File: src/rtl/rtms_pkg.sv
package rtms_pkg;

  typedef enum logic [1:0] {
    OP_DATA = 2'b00,
    OP_CMD  = 2'b01,
    OP_TSW  = 2'b10
  } memOp_e;

  typedef struct packed {
    logic   latchCmd;
    logic   latchRx;
    logic   latchRd;
    logic   loadVector;
    logic   incIdx;
    logic   clrWait;
    logic   incWait;
    logic   setTmo;
    memOp_e accOp;
  } ctrlStrobes_t;

endpackage

File: src/rtl/rtms_datapath.sv
module rtms_datapath
  import rtms_pkg::*;
#(
  parameter int DATA_W    = 16,
  parameter int SA_W      = 5,
  parameter int WC_W      = 5,
  parameter int TMO_W     = 16,
  parameter int MC_VECTOR = 16,
  parameter int MC_SYNC   = 17,
  localparam int ADDR_W   = 1 + SA_W + WC_W
) (
  input  logic              clk,
  input  logic              rstN,
  input  ctrlStrobes_t      stb,
  input  logic [DATA_W-1:0] cmdWord,
  input  logic              modeIllegal,
  input  logic [DATA_W-1:0] vectorIn,
  input  logic [TMO_W-1:0]  timeoutLimit,
  input  logic [DATA_W-1:0] rxWord,
  input  logic [DATA_W-1:0] memRData,
  output logic              isTx,
  output logic              isMode,
  output logic              isVector,
  output logic              isSync,
  output logic              msgErr,
  output logic              lastWord,
  output logic              waitExpired,
  output logic              tmoFlag,
  output logic [ADDR_W-1:0] memAddr,
  output logic [DATA_W-1:0] memWData,
  output logic [DATA_W-1:0] txData
);

  localparam int TX_BIT      = SA_W + WC_W;
  localparam int TSW_ERR_BIT = 9;
  localparam logic [WC_W:0] FULL_COUNT = (WC_W+1)'(1) << WC_W;

  logic [DATA_W-1:0] cmdReg;
  logic              illegalReg;
  logic [DATA_W-1:0] rxReg;
  logic [DATA_W-1:0] txReg;
  logic [WC_W:0]     idx;
  logic [TMO_W-1:0]  waitCnt;
  logic              tmoReg;

  logic [SA_W-1:0]   subAddr;
  logic [WC_W-1:0]   wcField;
  logic [WC_W:0]     total;
  logic [WC_W-1:0]   countField;
  logic [DATA_W-1:0] tswWord;

  always_ff @(posedge clk) begin
    if (!rstN) begin
      cmdReg     <= '0;
      illegalReg <= 1'b0;
      rxReg      <= '0;
      txReg      <= '0;
      idx        <= '0;
      waitCnt    <= '0;
      tmoReg     <= 1'b0;
    end else begin
      if (stb.latchCmd) begin
        cmdReg     <= cmdWord;
        illegalReg <= modeIllegal;
        idx        <= '0;
        tmoReg     <= 1'b0;
      end else begin
        if (stb.incIdx) idx <= idx + (WC_W+1)'(1);
        if (stb.setTmo) tmoReg <= 1'b1;
      end
      if (stb.latchRx) rxReg <= rxWord;
      if (stb.latchRd) txReg <= memRData;
      else if (stb.loadVector) txReg <= vectorIn;
      if (stb.clrWait) waitCnt <= '0;
      else if (stb.incWait) waitCnt <= waitCnt + TMO_W'(1);
    end
  end

  assign isTx    = cmdReg[TX_BIT];
  assign subAddr = cmdReg[WC_W +: SA_W];
  assign wcField = cmdReg[WC_W-1:0];
  assign isMode  = (subAddr == '0) || (subAddr == '1);
  assign isVector = isMode && isTx && (wcField == WC_W'(MC_VECTOR));
  assign isSync   = isMode && !isTx && (wcField == WC_W'(MC_SYNC));
  assign msgErr   = isMode && illegalReg;

  assign total    = (wcField == '0) ? FULL_COUNT : {1'b0, wcField};
  assign lastWord = (idx + (WC_W+1)'(1)) == total;

  assign waitExpired = ({1'b0, waitCnt} + (TMO_W+1)'(1)) >= {1'b0, timeoutLimit};
  assign tmoFlag     = tmoReg;

  assign countField = isMode ? wcField : idx[WC_W-1:0];

  always_comb begin
    tswWord                 = '0;
    tswWord[DATA_W-1]       = 1'b1;
    tswWord[DATA_W-2]       = ~msgErr;
    tswWord[TSW_ERR_BIT]    = msgErr;
    tswWord[WC_W-1:0]       = countField;
  end

  always_comb begin
    if (stb.accOp == OP_DATA) memAddr = {isTx, subAddr, idx[WC_W-1:0]};
    else                      memAddr = {isTx, subAddr, {WC_W{1'b0}}};
  end

  always_comb begin
    case (stb.accOp)
      OP_CMD:  memWData = cmdReg;
      OP_TSW:  memWData = tswWord;
      default: memWData = rxReg;
    endcase
  end

  assign txData = txReg;

endmodule

File: src/rtl/rtms_ctrl.sv
module rtms_ctrl
  import rtms_pkg::*;
(
  input  logic         clk,
  input  logic         rstN,
  input  logic         cmdStart,
  input  logic         rxWordValid,
  input  logic         encDone,
  input  logic         memGntN,
  input  logic         writeCmd,
  input  logic         writeTsw,
  input  logic         extModeData,
  input  logic         isTx,
  input  logic         isMode,
  input  logic         isVector,
  input  logic         isSync,
  input  logic         msgErr,
  input  logic         lastWord,
  input  logic         waitExpired,
  output ctrlStrobes_t stb,
  output logic         memReqN,
  output logic         memWrite,
  output logic         statusReq,
  output logic         wordReq,
  output logic         msgDone
);

  typedef enum logic [3:0] {
    S_IDLE, S_DISPATCH, S_CMDWR, S_RXWAIT, S_RXMEM,
    S_STATUS, S_TXMEM, S_TXWORD, S_TSWWR, S_DONE
  } state_e;

  state_e state, next;
  state_e firstStep, finishStep;
  logic   inMem;

  always_ff @(posedge clk) begin
    if (!rstN) state <= S_IDLE;
    else       state <= next;
  end

  assign inMem = (state == S_CMDWR) || (state == S_RXMEM) ||
                 (state == S_TXMEM) || (state == S_TSWWR);

  always_comb begin
    if (isTx)                              firstStep = S_STATUS;
    else if (isMode && !(isSync && !msgErr)) firstStep = S_STATUS;
    else                                   firstStep = S_RXWAIT;
    finishStep = writeTsw ? S_TSWWR : S_DONE;
  end

  always_comb begin
    next      = state;
    stb       = '0;
    stb.clrWait = !inMem;
    case (state)
      S_CMDWR: stb.accOp = OP_CMD;
      S_TSWWR: stb.accOp = OP_TSW;
      default: stb.accOp = OP_DATA;
    endcase

    if (inMem && memGntN) begin
      if (waitExpired) begin
        stb.setTmo = 1'b1;
        next       = S_DONE;
      end else begin
        stb.incWait = 1'b1;
      end
    end

    case (state)
      S_IDLE: begin
        if (cmdStart) begin
          stb.latchCmd = 1'b1;
          next         = S_DISPATCH;
        end
      end
      S_DISPATCH: next = writeCmd ? S_CMDWR : firstStep;
      S_CMDWR: begin
        if (!memGntN) begin
          stb.clrWait = 1'b1;
          next        = firstStep;
        end
      end
      S_RXWAIT: begin
        if (rxWordValid) begin
          stb.latchRx = 1'b1;
          next        = (isSync && !extModeData) ? S_STATUS : S_RXMEM;
        end
      end
      S_RXMEM: begin
        if (!memGntN) begin
          stb.clrWait = 1'b1;
          stb.incIdx  = 1'b1;
          next        = (isMode || lastWord) ? S_STATUS : S_RXWAIT;
        end
      end
      S_STATUS: begin
        if (encDone) begin
          if (isTx && !isMode) begin
            next = S_TXMEM;
          end else if (isVector && !msgErr) begin
            if (extModeData) begin
              next = S_TXMEM;
            end else begin
              stb.loadVector = 1'b1;
              next           = S_TXWORD;
            end
          end else begin
            next = finishStep;
          end
        end
      end
      S_TXMEM: begin
        if (!memGntN) begin
          stb.clrWait = 1'b1;
          stb.latchRd = 1'b1;
          next        = S_TXWORD;
        end
      end
      S_TXWORD: begin
        if (encDone) begin
          if (isMode) begin
            next = finishStep;
          end else begin
            stb.incIdx = 1'b1;
            next       = lastWord ? finishStep : S_TXMEM;
          end
        end
      end
      S_TSWWR: begin
        if (!memGntN) begin
          stb.clrWait = 1'b1;
          next        = S_DONE;
        end
      end
      S_DONE:  next = S_IDLE;
      default: next = S_IDLE;
    endcase
  end

  assign memReqN   = !inMem;
  assign memWrite  = (state != S_TXMEM);
  assign statusReq = (state == S_STATUS);
  assign wordReq   = (state == S_TXWORD);
  assign msgDone   = (state == S_DONE);

endmodule

File: src/rtl/rt_mem_sequencer.sv
module rt_mem_sequencer
  import rtms_pkg::*;
#(
  parameter int DATA_W    = 16,
  parameter int SA_W      = 5,
  parameter int WC_W      = 5,
  parameter int TMO_W     = 16,
  parameter int MC_VECTOR = 16,
  parameter int MC_SYNC   = 17,
  localparam int ADDR_W   = 1 + SA_W + WC_W
) (
  input  logic              clk,
  input  logic              rstN,
  input  logic              cmdStart,
  input  logic [DATA_W-1:0] cmdWord,
  input  logic              modeIllegal,
  input  logic              writeCmd,
  input  logic              writeTsw,
  input  logic              extModeData,
  input  logic [DATA_W-1:0] vectorIn,
  input  logic [TMO_W-1:0]  timeoutLimit,
  input  logic              rxWordValid,
  input  logic [DATA_W-1:0] rxWord,
  input  logic              encDone,
  output logic              statusReq,
  output logic              statusMsgErr,
  output logic              wordReq,
  output logic [DATA_W-1:0] txData,
  output logic              memReqN,
  input  logic              memGntN,
  output logic [ADDR_W-1:0] memAddr,
  output logic              memWrite,
  output logic [1:0]        memOp,
  output logic [DATA_W-1:0] memWData,
  input  logic [DATA_W-1:0] memRData,
  output logic              msgDone,
  output logic              memTimeout
);

  ctrlStrobes_t stb;
  logic isTx, isMode, isVector, isSync, msgErr, lastWord, waitExpired;

  rtms_ctrl u_ctrl (
    .clk(clk), .rstN(rstN), .cmdStart(cmdStart), .rxWordValid(rxWordValid),
    .encDone(encDone), .memGntN(memGntN), .writeCmd(writeCmd),
    .writeTsw(writeTsw), .extModeData(extModeData), .isTx(isTx),
    .isMode(isMode), .isVector(isVector), .isSync(isSync), .msgErr(msgErr),
    .lastWord(lastWord), .waitExpired(waitExpired), .stb(stb),
    .memReqN(memReqN), .memWrite(memWrite), .statusReq(statusReq),
    .wordReq(wordReq), .msgDone(msgDone)
  );

  rtms_datapath #(
    .DATA_W(DATA_W), .SA_W(SA_W), .WC_W(WC_W), .TMO_W(TMO_W),
    .MC_VECTOR(MC_VECTOR), .MC_SYNC(MC_SYNC)
  ) u_dp (
    .clk(clk), .rstN(rstN), .stb(stb), .cmdWord(cmdWord),
    .modeIllegal(modeIllegal), .vectorIn(vectorIn),
    .timeoutLimit(timeoutLimit), .rxWord(rxWord), .memRData(memRData),
    .isTx(isTx), .isMode(isMode), .isVector(isVector), .isSync(isSync),
    .msgErr(msgErr), .lastWord(lastWord), .waitExpired(waitExpired),
    .tmoFlag(memTimeout), .memAddr(memAddr), .memWData(memWData),
    .txData(txData)
  );

  assign memOp        = stb.accOp;
  assign statusMsgErr = msgErr;

endmodule

File: config.mk
export PLATFORM = sky130hd
export DESIGN_NAME = rt_mem_sequencer
export DESIGN_NICKNAME = d
export VERILOG_FILES = /design/src/rtl/rtms_pkg.sv /design/src/rtl/rtms_datapath.sv /design/src/rtl/rtms_ctrl.sv /design/src/rtl/rt_mem_sequencer.sv
export SDC_FILE = /design/constraint.sdc
export NUM_CORES = 1
export LEC_CHECK = 0
export BUFFER_PORTS_ARGS = -buffer_cell sky130_fd_sc_hd__buf_2
export CAP_MARGIN = 15
export CELL_PAD_IN_SITES_DETAIL_PLACEMENT = 0
export CELL_PAD_IN_SITES_GLOBAL_PLACEMENT = 2
export CORE_MARGIN = 3
export CORE_UTILIZATION = 32
export DETAILED_ROUTE_END_ITERATION = 10
export PLACE_DENSITY = 0.87
export SLEW_MARGIN = 40
export SYNTH_ARGS = -nofsm -noshare
export SYNTH_HDL_FRONTEND = slang
export SYNTH_SLANG_ARGS = --single-unit
File: constraint.sdc
create_clock -name clk -period 6.1 [get_ports clk]
set_input_delay 1.22 -clock clk [delete_from_list [all_inputs] [get_ports clk]]
set_output_delay 1.22 -clock clk [all_outputs]
set_load 0.02 [all_outputs]
# ---- Word level (Yosys, flattened, before mapping)
# Index checks and enable logic that the tools add are counted.
dict set report word_totals {
  register_bits 76
  word_cells 109
}
dict set report op_classes {
  mux 49
  reduce_logical 30
  order_cmp 1
  bitwise 2
  add_sub_neg 3
  n_eq_ne 16
}
# op n
set ops {}
lappend ops {{$mux 4} 15}
lappend ops {{$pmux 4 s9} 1}
lappend ops {{$mux 16} 2}
lappend ops {{$pmux 16 s2} 1}
lappend ops {{$mux 1} 19}
lappend ops {{$add 16x1->17 const B} 1}
lappend ops {{$ge 17x16->1} 1}
lappend ops {{$add 16x1->16 const B} 1}
lappend ops {{$eq 4x3->1 const B} 4}
lappend ops {{$eq 5x5->1 const B} 3}
lappend ops {{$logic_and 1x1->1} 11}
lappend ops {{$logic_not 5->1} 2}
lappend ops {{$mux 5} 2}
lappend ops {{$mux 3} 3}
lappend ops {{$eq 4x2->1 const B} 2}
lappend ops {{$eq 4x4->1 const B} 2}
lappend ops {{$add 6x1->6 const B} 1}
lappend ops {{$eq 6x6->1} 1}
lappend ops {{$logic_not 1->1} 6}
lappend ops {{$mux 6} 1}
lappend ops {{$logic_or 1x1->1} 5}
lappend ops {{$eq 4x1->1 const B} 1}
lappend ops {{$logic_not 4->1} 1}
lappend ops {{$mux 2} 2}
lappend ops {{other kinds (10)} 13}

# ---- Logic depth before layout (Yosys ltp)
# Gate-level depths: netlist of the first run.
dict set report logic_depth {
  ltp_word 11
  depth_mapped 16
  mapped_depth_nobuf 13
}

# ---- By module
# A second synthesis of the first run with hierarchy kept.
dict set report unflattened {
  cells_unflattened 570
  area_unflattened_um2 4774.6
}
# mod area_each_um2 seq_area_each_um2 instances cells_per_inst
set modules_own_cells {}
lappend modules_own_cells {rtms_datapath 4164.0 1441.4 1 484}
lappend modules_own_cells {rtms_ctrl 610.6 80.1 1 86}

# ---- Worst setup path before layout of the first run
# OpenSTA, ideal clock, no wires.
dict set report synth_path {
  path_type {reg2out}
  start {reg u_ctrl.state[2]}
  end {out memWData[11]}
  slack_ps 2827
  arrival_ps 2053
  required_ps 4880
  path_buffers 2
  stages_incl_launch_ff 7
  path_cell_list {dfxtp_1 clkbuf_1 nor2_1 nand2_1 ha_1 clkbuf_1 o21ai_0}
}
dict set report synth_via {
  elab_chain_len 4
  word_cells_on_any_way 6
  cone_classes {eq/ne (4); mux (2)}
}
# element line_no
set synth_rtl {}
lappend synth_rtl {{from (decl)} rtms_ctrl.sv:33} ;# state_e state, next;
lappend synth_rtl {{from (signal assigned)} rtms_ctrl.sv:39} ;# else state <= next;
lappend synth_rtl {{$eq 4x4->1 or $eq 4x2->1 (tied branches)} rtms_ctrl.sv:56} ;# case (state)
lappend synth_rtl {{$pmux 2 s2 *} rtms_ctrl.sv:56}
lappend synth_rtl {{$eq 2x2->1 or $eq 2x1->1 (tied branches)} rtms_datapath.sv:109} ;# case (stb.accOp)
lappend synth_rtl {{$pmux 16 s2 *} rtms_datapath.sv:109}
lappend synth_rtl {{to (decl)} rt_mem_sequencer.sv:34} ;# output logic [DATA_W-1:0] memWData,
# Every way passes the cells marked *; elsewhere a longest branch is shown, timed or not.

# ---- Worst setup path in the final report of the first run
dict set report layout_path {
  start {reg u_ctrl.state[2]}
  end {out memWData[1]}
}
# The elaborated chain is that of the path after synthesis.

==> results of run 1 <==
==> worst max-delay path, stage by stage (launching register included) <==
cell	delay (ns)
dfxtp_1	0.42
nor2_1	0.46
nand2_1	0.27
inv_1	0.13
ha_1	0.47
o21bai_1	0.31
a22oi_1	0.17
a21oi_1	0.22
buf_2	0.20
==> report_power, final <==
| group | internal, mW | switching [mW] |
|---|---|---|
| Combinational | 0.185 | 0.338 |
| Sequential | 0.539 | 0.0686 |
| Clock | 0.309 | 0.212 |
| Total | 1.03 | 0.619 |
==> cells in the mapped netlist (all sizes together), types with 3 or more instances <==
master    n  area (um^2)
a21boi   33          248
a21oi    18         90.1
a22oi     7         52.6
a31oi     6         37.5
and2     10         62.6
and3      6         37.5
buf      21          159
clkbuf   23         90.1
dfxtp    76         1520
ha       22          275
inv      32          120
mux2i    19          190
nand2   105          397
nand2b    3         18.8
nand3    31          155
nand3b    4         30.0
nand4     9         56.3
nand4b    3         26.3
nor2     49          184
nor2b     4         25.0
nor3      6         46.3
nor4      5         46.3
o211a    17          170
o21a      4         30.0
o21ai    16         87.6
xnor2    16          140
xor2     25          219
==> layout make-up <==
| cell class | instances | area [um^2] | area share, % |
|---|---|---|---|
| Inverter | 32 | 120 | 2.08 |
| Timing Repair Buffer | 143 | 731 | 12.7 |
| Multi-Input combinational cell | 447 | 2890 | 50.0 |
| Sequential cell | 76 | 1520 | 26.3 |
| Clock inverter | 3 | 18.8 | 0.325 |
| Tap cell | 180 | 225 | 3.90 |
| Clock buffer | 13 | 270 | 4.68 |
==> registers in the layout, summed over array words and instances, names as in the netlist <==
signal / count
u_dp.rxReg: 16
u_dp.tmoFlag: 1
u_dp.txData: 16
u_dp.waitCnt: 16
u_dp.cmdReg: 16
u_dp.idx: 6
u_ctrl.state: 4
u_dp.illegalReg: 1
==> how the worst min path moves through the flow <==
stage | to | slack, ns | cells after the start
after floorplan | u_dp.rxReg[10]$_SDFFE_PN0P_ | 0.44 | 2
after global placement | u_dp.cmdReg[15]$_SDFFE_PN0P_ | 0.46 | 2
after detailed placement | u_dp.rxReg[15]$_SDFFE_PN0P_ | 0.46 | 2
after CTS | u_dp.cmdReg[15]$_SDFFE_PN0P_ | 0.47 | 2
after global routing | u_dp.rxReg[5]$_SDFFE_PN0P_ | 0.49 | 2
final | u_dp.rxReg[5]$_SDFFE_PN0P_ | 0.46 | 2
==> cell usage in the layout, fill, tap and decap left out, types with 10 or more instances in the layout <==
cell type	n
ha_1	21
nor2_1	49
o21ai_0	13
dfxtp_1	76
xnor2_1	16
a21oi_1	18
nand3_1	31
mux2i_1	18
nand2_1	103
and2_1	10
a21boi_0	33
o211a_1	17
inv_1	32
xor2_1	25
buf_2	140
==> metal layers <==
metal | up-vias | track usage, % | share of wire [%]
li1 | 2274 | - | -
met1 | 2063 | 20.0 | 44
met2 | 110 | 27.1 | 47
met3 | 23 | 4.58 | 6.1
met4 | 4 | 6.18 | 1.9
met5 | - | 0 | 0.16
==> logic make-up (layout without fill, tap and decap cells) <==
group	Yosys count	count (layout)
flip-flops	76	76
AO/OA/AOI/OAI	119	119
adder cells (fa/ha/maj)	22	22
XOR/XNOR	41	41
multiplexers	19	19
buffers and inverters	76	191
AND/OR/NAND/NOR	246	246
==> flow_summary.json, run 1 <==
{
  "finalSetupViolations": 0,
  "routed_wl_mm": 13.4,
  "worst_slew_pin_slew_ns": 0.760,
  "r2r_end": "u_ctrl.state[0]$_SDFF_PN0_",
  "postSynthAreaPerCell_um2": 7.95,
  "worstSetupEndpoint": "memWData[1]",
  "first_iter_violations": 171,
  "critPathKind": "reg -> out",
  "synth_cells": 599,
  "worstSetupEndpointType": "primary output",
  "clockBufferDepth": 2,
  "ys_seq_area_share_pct": 31.9,
  "root_buffer": "clkbuf_16",
  "synth-compound-area-share_pct": 18.3,
  "startpoint": "u_ctrl.state[2]$_SDFF_PN0_",
  "timing.setup.tns_ns": 0,
  "rows": 43,
  "outcome": "finished clean",
  "synth_edf_count": 0,
  "timing.rr.start": "u_dp.waitCnt[0]$_SDFFE_PP0P_",
  "dpl.hpwl_mm": 9.96,
  "antenna_cells": 0,
  "hold_violations": 0,
  "syn-num-nets": 711,
  "io_pins": 142,
  "grt_overflow": 0,
  "cellLeakagePower_nw": 2.71,
  "synth.distinct_cells": 60,
  "core-area_um2": 14200,
  "grt_max_degree": 54,
  "synth_warnings": 0,
  "required_ns": 4.88,
  "die_w_um": 128,
  "power.density_nw_per_um2": 286,
  "stdcell_area_um2": 5780,
  "post-route-drc-count": 0,
  "start_util_pct": 33.5,
  "post_drt_via_cell_ratio": 5.00,
  "layout_setup_ws_ns": 1.89,
  "io_buffers": 141,
  "antenna_found_initial": 2,
  "total_power_mw": 1.65,
  "synthFlopType": "dfxtp_1",
  "cp_max_fo": 13,
  "vias": 4474,
  "synth_mux_area_share_pct": 3.99,
  "first_pass_iters": 4,
  "period_share_pct": 69.0,
  "numClockSinks": 76,
  "rsz0062_at_grt": "false",
  "cts_tree": "done",
  "fin_nets": 821,
  "htreeDepth": 3,
  "slew_viol_final": 0,
  "ys_ff_latch": 76,
  "reg2reg_setup_slack_ns": 2.44,
  "synth_xor_area_share_pct": 7.54,
  "clkLatencyLatePin_ns": 0.34,
  "areaGrowthSynthToFinish_pct": 21.2,
  "clock_skew_ns": 0.00742,
  "relSlewSlack_pct": 48.3,
  "hold_class": "reg -> reg",
  "routedWlPerCell_um": 14.9,
  "final_cells": 894,
  "dp.cells": 878,
  "grt_pass1_wl_mm": 21.7,
  "gp_congestion": 0.807,
  "placed_cell_area_um2": 5490,
  "worstPathArrival_ns": 2.99,
  "syn_area_um2": 4760,
  "drtAntennaViolNets": 0,
  "pre_cts_slack_ns": 2.26,
  "synth_top_family_by_area": "simple AND/OR/NAND/NOR gates",
  "grt_pass1_vias": 4462,
  "min-delay-start": "u_dp.rxReg[5]$_SDFFE_PN0P_",
  "synthArstFlopShare_pct": 0,
  "worst-r2r-cell-count": 13,
  "drv_cap": 0,
  "peakVddDrop_v": 0.000135,
  "fin_util_pct": 40.7,
  "synthSimpleGateAreaFrac_pct": 24.8,
  "die_area_um2": 16400,
  "cts_resized": 0,
  "timing.fmax_ghz": 0.238,
  "fillers": 1552,
  "hold_buffers": 0,
  "fin_crit_ns": 4.21,
  "drive_above_1_share_pct": 24.2,
  "clk_pin_slew_worst_paths_ns": 0.06,
  "grt_use_total_pct": 16.3,
  "holdWs_ns": 0.464,
  "start_kind": "flop",
  "post_cts_buffers": 0,
  "synthAdderAreaFrac_pct": 5.78,
  "cts_made_buffers": 9,
  "die_h_um": 128
}
Power figures use the tool's default switching activity.
==> inputs of run 2 (changes only) <==
- ABC_AREA: unset -> 1
- CORE_UTILIZATION: 32 -> 25
- PLACE_DENSITY: 0.87 -> 0.77
- clock period: 6.1 -> 3.8 ns (I/O delays scaled with it)
==> run 2 against run 1 <==
  * Clock power grew 88%
  * Clock-buffer cell count decreased by 3
  * Die area is 23% higher
  * Design area is 0.63% higher
  * Clock skew fell by 0.0024 ns
  * Sequential power is 66% higher
  * Synthesized cell count is 14% higher
==> flow_summary.json, run 2 <==
{
  "synthFlopType": "dfxtp_1",
  "grt_pass1_vias": 4528,
  "final_common_cell": "buf_2",
  "synth_warnings": 0,
  "total_power_mw": 3.16,
  "htreeDepth": 3,
  "synth.top_cell.area_share_pct": 32.9,
  "die_w_um": 142,
  "hold_buffers": 0,
  "syn-num-nets": 793,
  "hold_class": "reg -> reg",
  "cpLargestDelayFamily": "simple AND/OR/NAND/NOR gates",
  "outcome": "finished clean",
  "worstPathArrival_ns": 2.60,
  "timing.rr.start": "u_dp.waitCnt[0]$_SDFFE_PP0P_",
  "first_pass_iters": 5,
  "postSynthAreaPerCell_um2": 6.79,
  "synth.most_common_cell": "nand2_1",
  "fin_nets": 917,
  "finalSetupViolations": 0,
  "start_kind": "flop",
  "worstSetupEndpointType": "primary output",
  "worst_slew_pin_slew_ns": 0.582,
  "syn_area_um2": 4620,
  "hold_violations": 0,
  "synth_cells": 681,
  "synth_top_area_cell": "dfxtp_1",
  "routed_wl_mm": 14.9,
  "power.density_nw_per_um2": 544,
  "startpoint": "u_ctrl.state[2]$_SDFF_PN0_",
  "drive_above_1_share_pct": 24.4,
  "path_buf_inv": 1,
  "start_util_pct": 25.5,
  "synthTopCellsByArea": "dfxtp_1 (33%), nand2_1 (11%), inv_1 (7.6%)",
  "timing.setup.tns_ns": 0,
  "routedWlPerCell_um": 14.3,
  "areaGrowthSynthToFinish_pct": 25.8,
  "rsz0062_at_grt": "false",
  "drtAntennaViolNets": 0,
  "period_share_pct": 88.5,
  "fin_util_pct": 32.1,
  "post-route-drc-count": 0,
  "rows": 49,
  "synth.distinct_cells": 42,
  "peakVddDrop_v": 0.000268,
  "cellLeakagePower_nw": 2.80,
  "core-area_um2": 18100,
  "first_iter_violations": 226,
  "clock_skew_ns": 0.00504,
  "die_area_um2": 20100,
  "root_buffer": "clkbuf_16",
  "critPathKind": "reg -> out",
  "grt_overflow": 0,
  "fin_crit_ns": 3.36,
  "io_pins": 142,
  "max_stage_delay_ns": 0.59,
  "grt_max_degree": 35,
  "pre_cts_slack_ns": 0.676,
  "layout_setup_ws_ns": 0.438,
  "die_h_um": 142,
  "cts_tree": "done",
  "antenna_found_initial": 2,
  "path_cells": "nor2_2 > nand3_1 > ha_2 > nand2_1 > o221ai_1 > buf_2",
  "gp_congestion": 0.817,
  "slew_viol_final": 0,
  "dpl.hpwl_mm": 11.3,
  "ys_ff_latch": 76,
  "cp_slowest_cell": "ha_2",
  "vias": 4715,
  "layout_common_cells": "buf_2 (141), nand2_1 (131), inv_1 (93), dfxtp_1 (76), a21oi_1 (64)",
  "min-delay-start": "u_dp.cmdReg[14]$_SDFFE_PN0P_",
  "antenna_cells": 0,
  "cp_max_fo": 16,
  "synthArstFlopShare_pct": 0,
  "relSlewSlack_pct": 61.1,
  "grt_use_total_pct": 14.8,
  "required_ns": 3.04,
  "final_cells": 1039,
  "post_drt_via_cell_ratio": 4.54,
  "drv_cap": 0,
  "clockBufferDepth": 2,
  "numClockSinks": 76,
  "io_buffers": 141,
  "timing.fmax_ghz": 0.297,
  "dp.cells": 1023,
  "synth_edf_count": 0,
  "fillers": 2004,
  "clk_pin_slew_worst_paths_ns": 0.06,
  "clkLatencyLatePin_ns": 0.35,
  "cts_made_buffers": 9,
  "grt_pass1_wl_mm": 23.5,
  "synth.top_cells.by_count": "nand2_1 (131), inv_1 (93), dfxtp_1 (76)",
  "ys_seq_area_share_pct": 32.9
}
-- run 2: timing repair --
| action | in CTS | in global routing |
|---|---|---|
| buffers inserted | 0 | 0 |
| endpoints found under the hold margin | 0 | 0 |
| setup endpoints to repair | 0 | 1 |
| gates resized for setup | 0 | 1 |
-- run 2: through the flow --
| step | area [um^2] | hold WS [ns] |
|---|---|---|
| after floorplan | 4620 | 0.424 |
| after global placement | 5480 | 0.435 |
| after detailed placement | 5480 | 0.436 |
| after CTS | 5810 | 0.446 |
| after global routing | 5810 | 0.461 |
| final | 5810 | 0.444 |
-- run 2: kinds of logic after synthesis --
kind of cell,after synthesis,share of synthesized area (%)
simple gates,258,25.1
compound gates,175,21.1
buf+inv,135,12.1
flops,76,32.9
fa+ha+maj,22,5.96
xor+xnor,15,2.84
-- run 2: worst reg2reg max path, delay by kind of cell (launching register included) --
family                     cells  cell delay [ns]
AOI/OAI and AO/OA              3             0.38
xor gates and xnor gates       1             0.21
adders and majority gates      2             0.49
buffers and inverters          2             0.37
DFF                            1             0.40
and+or+nand+nor                7             1.18
-- run 2: routing by layer --
metal  track usage (%)  vias up  routed length (um)
met2              22.5      123                6370
li1                  -     2499                   -
met3              4.77       16                1050
met4              4.85        4                 193
met5                 0        -                  21
met1              19.8     2073                7230
-- run 2: area by class of cell --
type | instances | area [um^2] | share of cell area [%]
Multi-Input combinational cell | 470 | 2540 | 43.8
Sequential cell | 76 | 1520 | 26.2
Timing Repair Buffer | 146 | 743 | 12.8
Inverter | 102 | 383 | 6.59
Tap cell | 229 | 287 | 4.93
Clock buffer | 10 | 239 | 4.11
Clock inverter | 6 | 95.1 | 1.64
-- run 2: power breakdown --
part	leakage, nW	switching (mW)	internal [mW]	total, mW
registers	0.617	0.0955	0.911	1.01
logic	2.02	0.813	0.361	1.17
clock network	0.163	0.380	0.599	0.980
-- run 2: path summary, 6_finish.rpt --
| path | endpoint | slack (ns) | depth (start not counted) |
|---|---|---|---|
| setup reg to reg | u_dp.waitCnt[11]$_SDFFE_PP0P_ | 0.68 | 15 |
| hold / removal | u_dp.cmdReg[14]$_SDFFE_PN0P_ | 0.44 | 2 |
| setup / recovery | memWData[4] | 0.44 | 6 |
| hold reg to reg | u_dp.cmdReg[14]$_SDFFE_PN0P_ | 0.44 | 2 |
==> inputs of run 3 (changes only) <==
- CTS_BUF_LIST: unset -> sky130_fd_sc_hd__clkbuf_2 sky130_fd_sc_hd__clkbuf_4 sky130_fd_sc_hd__clkbuf_8
==> run 3 against run 2 <==
  * Clock power is 24% lower
  * Combinational power about the same
  * Die area unchanged
  * Register-to-register slack barely moved
  * Utilization fell by 0.56 points
  * Via count is 0.32% lower
  * Setup slack worse by 0.011 ns
==> flow_summary.json, run 3 (same netlist as run 2, synthesis figures left out) <==
{
  "path_buf_inv": 1,
  "critPathKind": "reg -> out",
  "clockBufferDepth": 2,
  "post_cts_buffers": 0,
  "post_drt_via_cell_ratio": 4.52,
  "worstSetupEndpointType": "primary output",
  "clock_skew_ns": 0.0112,
  "max_stage_delay_ns": 0.58,
  "antenna_found_initial": 2,
  "grt_max_degree": 35,
  "areaGrowthSynthToFinish_pct": 23.6,
  "numClockSinks": 76,
  "power.density_nw_per_um2": 512,
  "worst-r2r-cell-count": 15,
  "cp_slowest_cell": "ha_2",
  "rsz0062_at_grt": "false",
  "grt_use_total_pct": 14.7,
  "min_to": "u_dp.cmdReg[14]$_SDFFE_PN0P_",
  "first_pass_iters": 4,
  "final_cells": 1039,
  "post-route-drc-count": 0,
  "drtAntennaViolNets": 0,
  "relSlewSlack_pct": 61.2,
  "drive_above_1_share_pct": 24.4,
  "first_iter_violations": 225,
  "rows": 49,
  "gp_congestion": 0.817,
  "dpl.hpwl_mm": 11.3,
  "clk_pin_slew_worst_paths_ns": 0.09,
  "peakVddDrop_v": 0.000198,
  "path_cells": "nor2_2 > nand3_1 > ha_2 > nand2_1 > o221ai_1 > buf_2",
  "htreeDepth": 3,
  "finalSetupViolations": 0,
  "whs_path_depth": 2,
  "timing.fmax_ghz": 0.296,
  "drv_cap": 0,
  "die_w_um": 142,
  "hold_violations": 0,
  "routedWlPerCell_um": 14.3,
  "core-area_um2": 18100,
  "layout_common_cells": "buf_2 (141), nand2_1 (131), inv_1 (93), dfxtp_1 (76), a21oi_1 (64)",
  "grt_pass1_wl_mm": 23.4,
  "dp.cells": 1023,
  "grt_pass1_vias": 4538,
  "timing.setup.tns_ns": 0,
  "worst_slew_pin_slew_ns": 0.580,
  "root_buffer": "clkbuf_8",
  "outcome": "finished clean",
  "cts_tree": "done",
  "io_buffers": 141,
  "timing.rr.start": "u_dp.waitCnt[0]$_SDFFE_PP0P_",
  "vias": 4700,
  "fin_nets": 917,
  "reg2reg_setup_slack_ns": 0.69,
  "cpLargestDelayFamily": "simple AND/OR/NAND/NOR gates",
  "slew_viol_final": 0,
  "die_h_um": 142,
  "r2r_end": "u_dp.waitCnt[11]$_SDFFE_PP0P_",
  "worstPathArrival_ns": 2.61,
  "io_pins": 142,
  "holdWs_ns": 0.447,
  "start_kind": "flop",
  "cts_made_buffers": 9,
  "clkLatencyLatePin_ns": 0.37,
  "grt_overflow": 0,
  "start_util_pct": 25.5,
  "period_share_pct": 88.8,
  "routed_wl_mm": 14.8,
  "antenna_cells": 0,
  "hold_buffers": 0,
  "required_ns": 3.04,
  "cts_resized": 0,
  "fin_crit_ns": 3.37,
  "final_common_cell": "buf_2",
  "die_area_um2": 20100,
  "cp_max_fo": 16,
  "hold_class": "reg -> reg",
  "cellLeakagePower_nw": 2.75,
  "min-delay-start": "u_dp.cmdReg[14]$_SDFFE_PN0P_"
}
==> run 3: tightest hold or removal path: cells and delay by family, from the launching register on <==
| kind | cells | cell delay, ns |
|---|---|---|
| AO/OA/AOI/OAI | 1 | 0.05 |
| buffers and inverters | 1 | 0.05 |
| flip-flops | 1 | 0.32 |
==> run 3: through the flow <==
step	power, mW	setup WS (ns)	cell area [um^2]	utilization [%]
2_1_floorplan	1.87	1.14	4620	-
3_3_place_gp	2.21	0.725	5480	30.3
3_5_place_dp	2.20	0.676	5480	30.3
4_1_cts	2.96	0.249	5710	31.6
5_1_grt	3.16	0.163	5710	31.6
6_report	2.92	0.427	5710	31.6
==> run 3: power breakdown <==
part	internal, mW	switching, mW
registers	0.910	0.0943
clock network	0.394	0.354
logic	0.361	0.810
total	1.66	1.26
==> run 3: cell type report <==
| type | count | area (um^2) |
|---|---|---|
| clock buffers | 10 | 138 |
| clock inverters | 6 | 95.1 |
| fillers | 2019 | 12400 |
| inverters | 102 | 383 |
| multi-input cells | 470 | 2540 |
| flip-flops and latches | 76 | 1520 |
| well taps | 229 | 287 |
| repair buffers | 146 | 743 |
==> run 3: worst max path at each step <==
stage                                            start                             to  cells past startpoint
after detailed placement  u_dp.waitCnt[0]$_SDFFE_PP0P_     u_ctrl.state[0]$_SDFF_PN0_                     18
after floorplan             u_ctrl.state[2]$_SDFF_PN0_                   memWData[15]                      7
after global routing        u_ctrl.state[2]$_SDFF_PN0_                    memWData[4]                      6
final                       u_ctrl.state[2]$_SDFF_PN0_                    memWData[4]                      6
after CTS                   u_ctrl.state[2]$_SDFF_PN0_                    memWData[4]                      6
after global placement    u_dp.waitCnt[0]$_SDFFE_PP0P_  u_dp.waitCnt[11]$_SDFFE_PP0P_                     15
==> run 3: per-layer routing <==
metal  GRT usage [%]  share of wire [%]  vias up  wire length, um
met5               0               0.18        -               27
met4            4.70                1.3        4              190
met3            4.77                7.3       17             1080
met2            22.7                 43      124             6380
met1            19.6                 48     2065             7130
li1                -                  -     2490                -
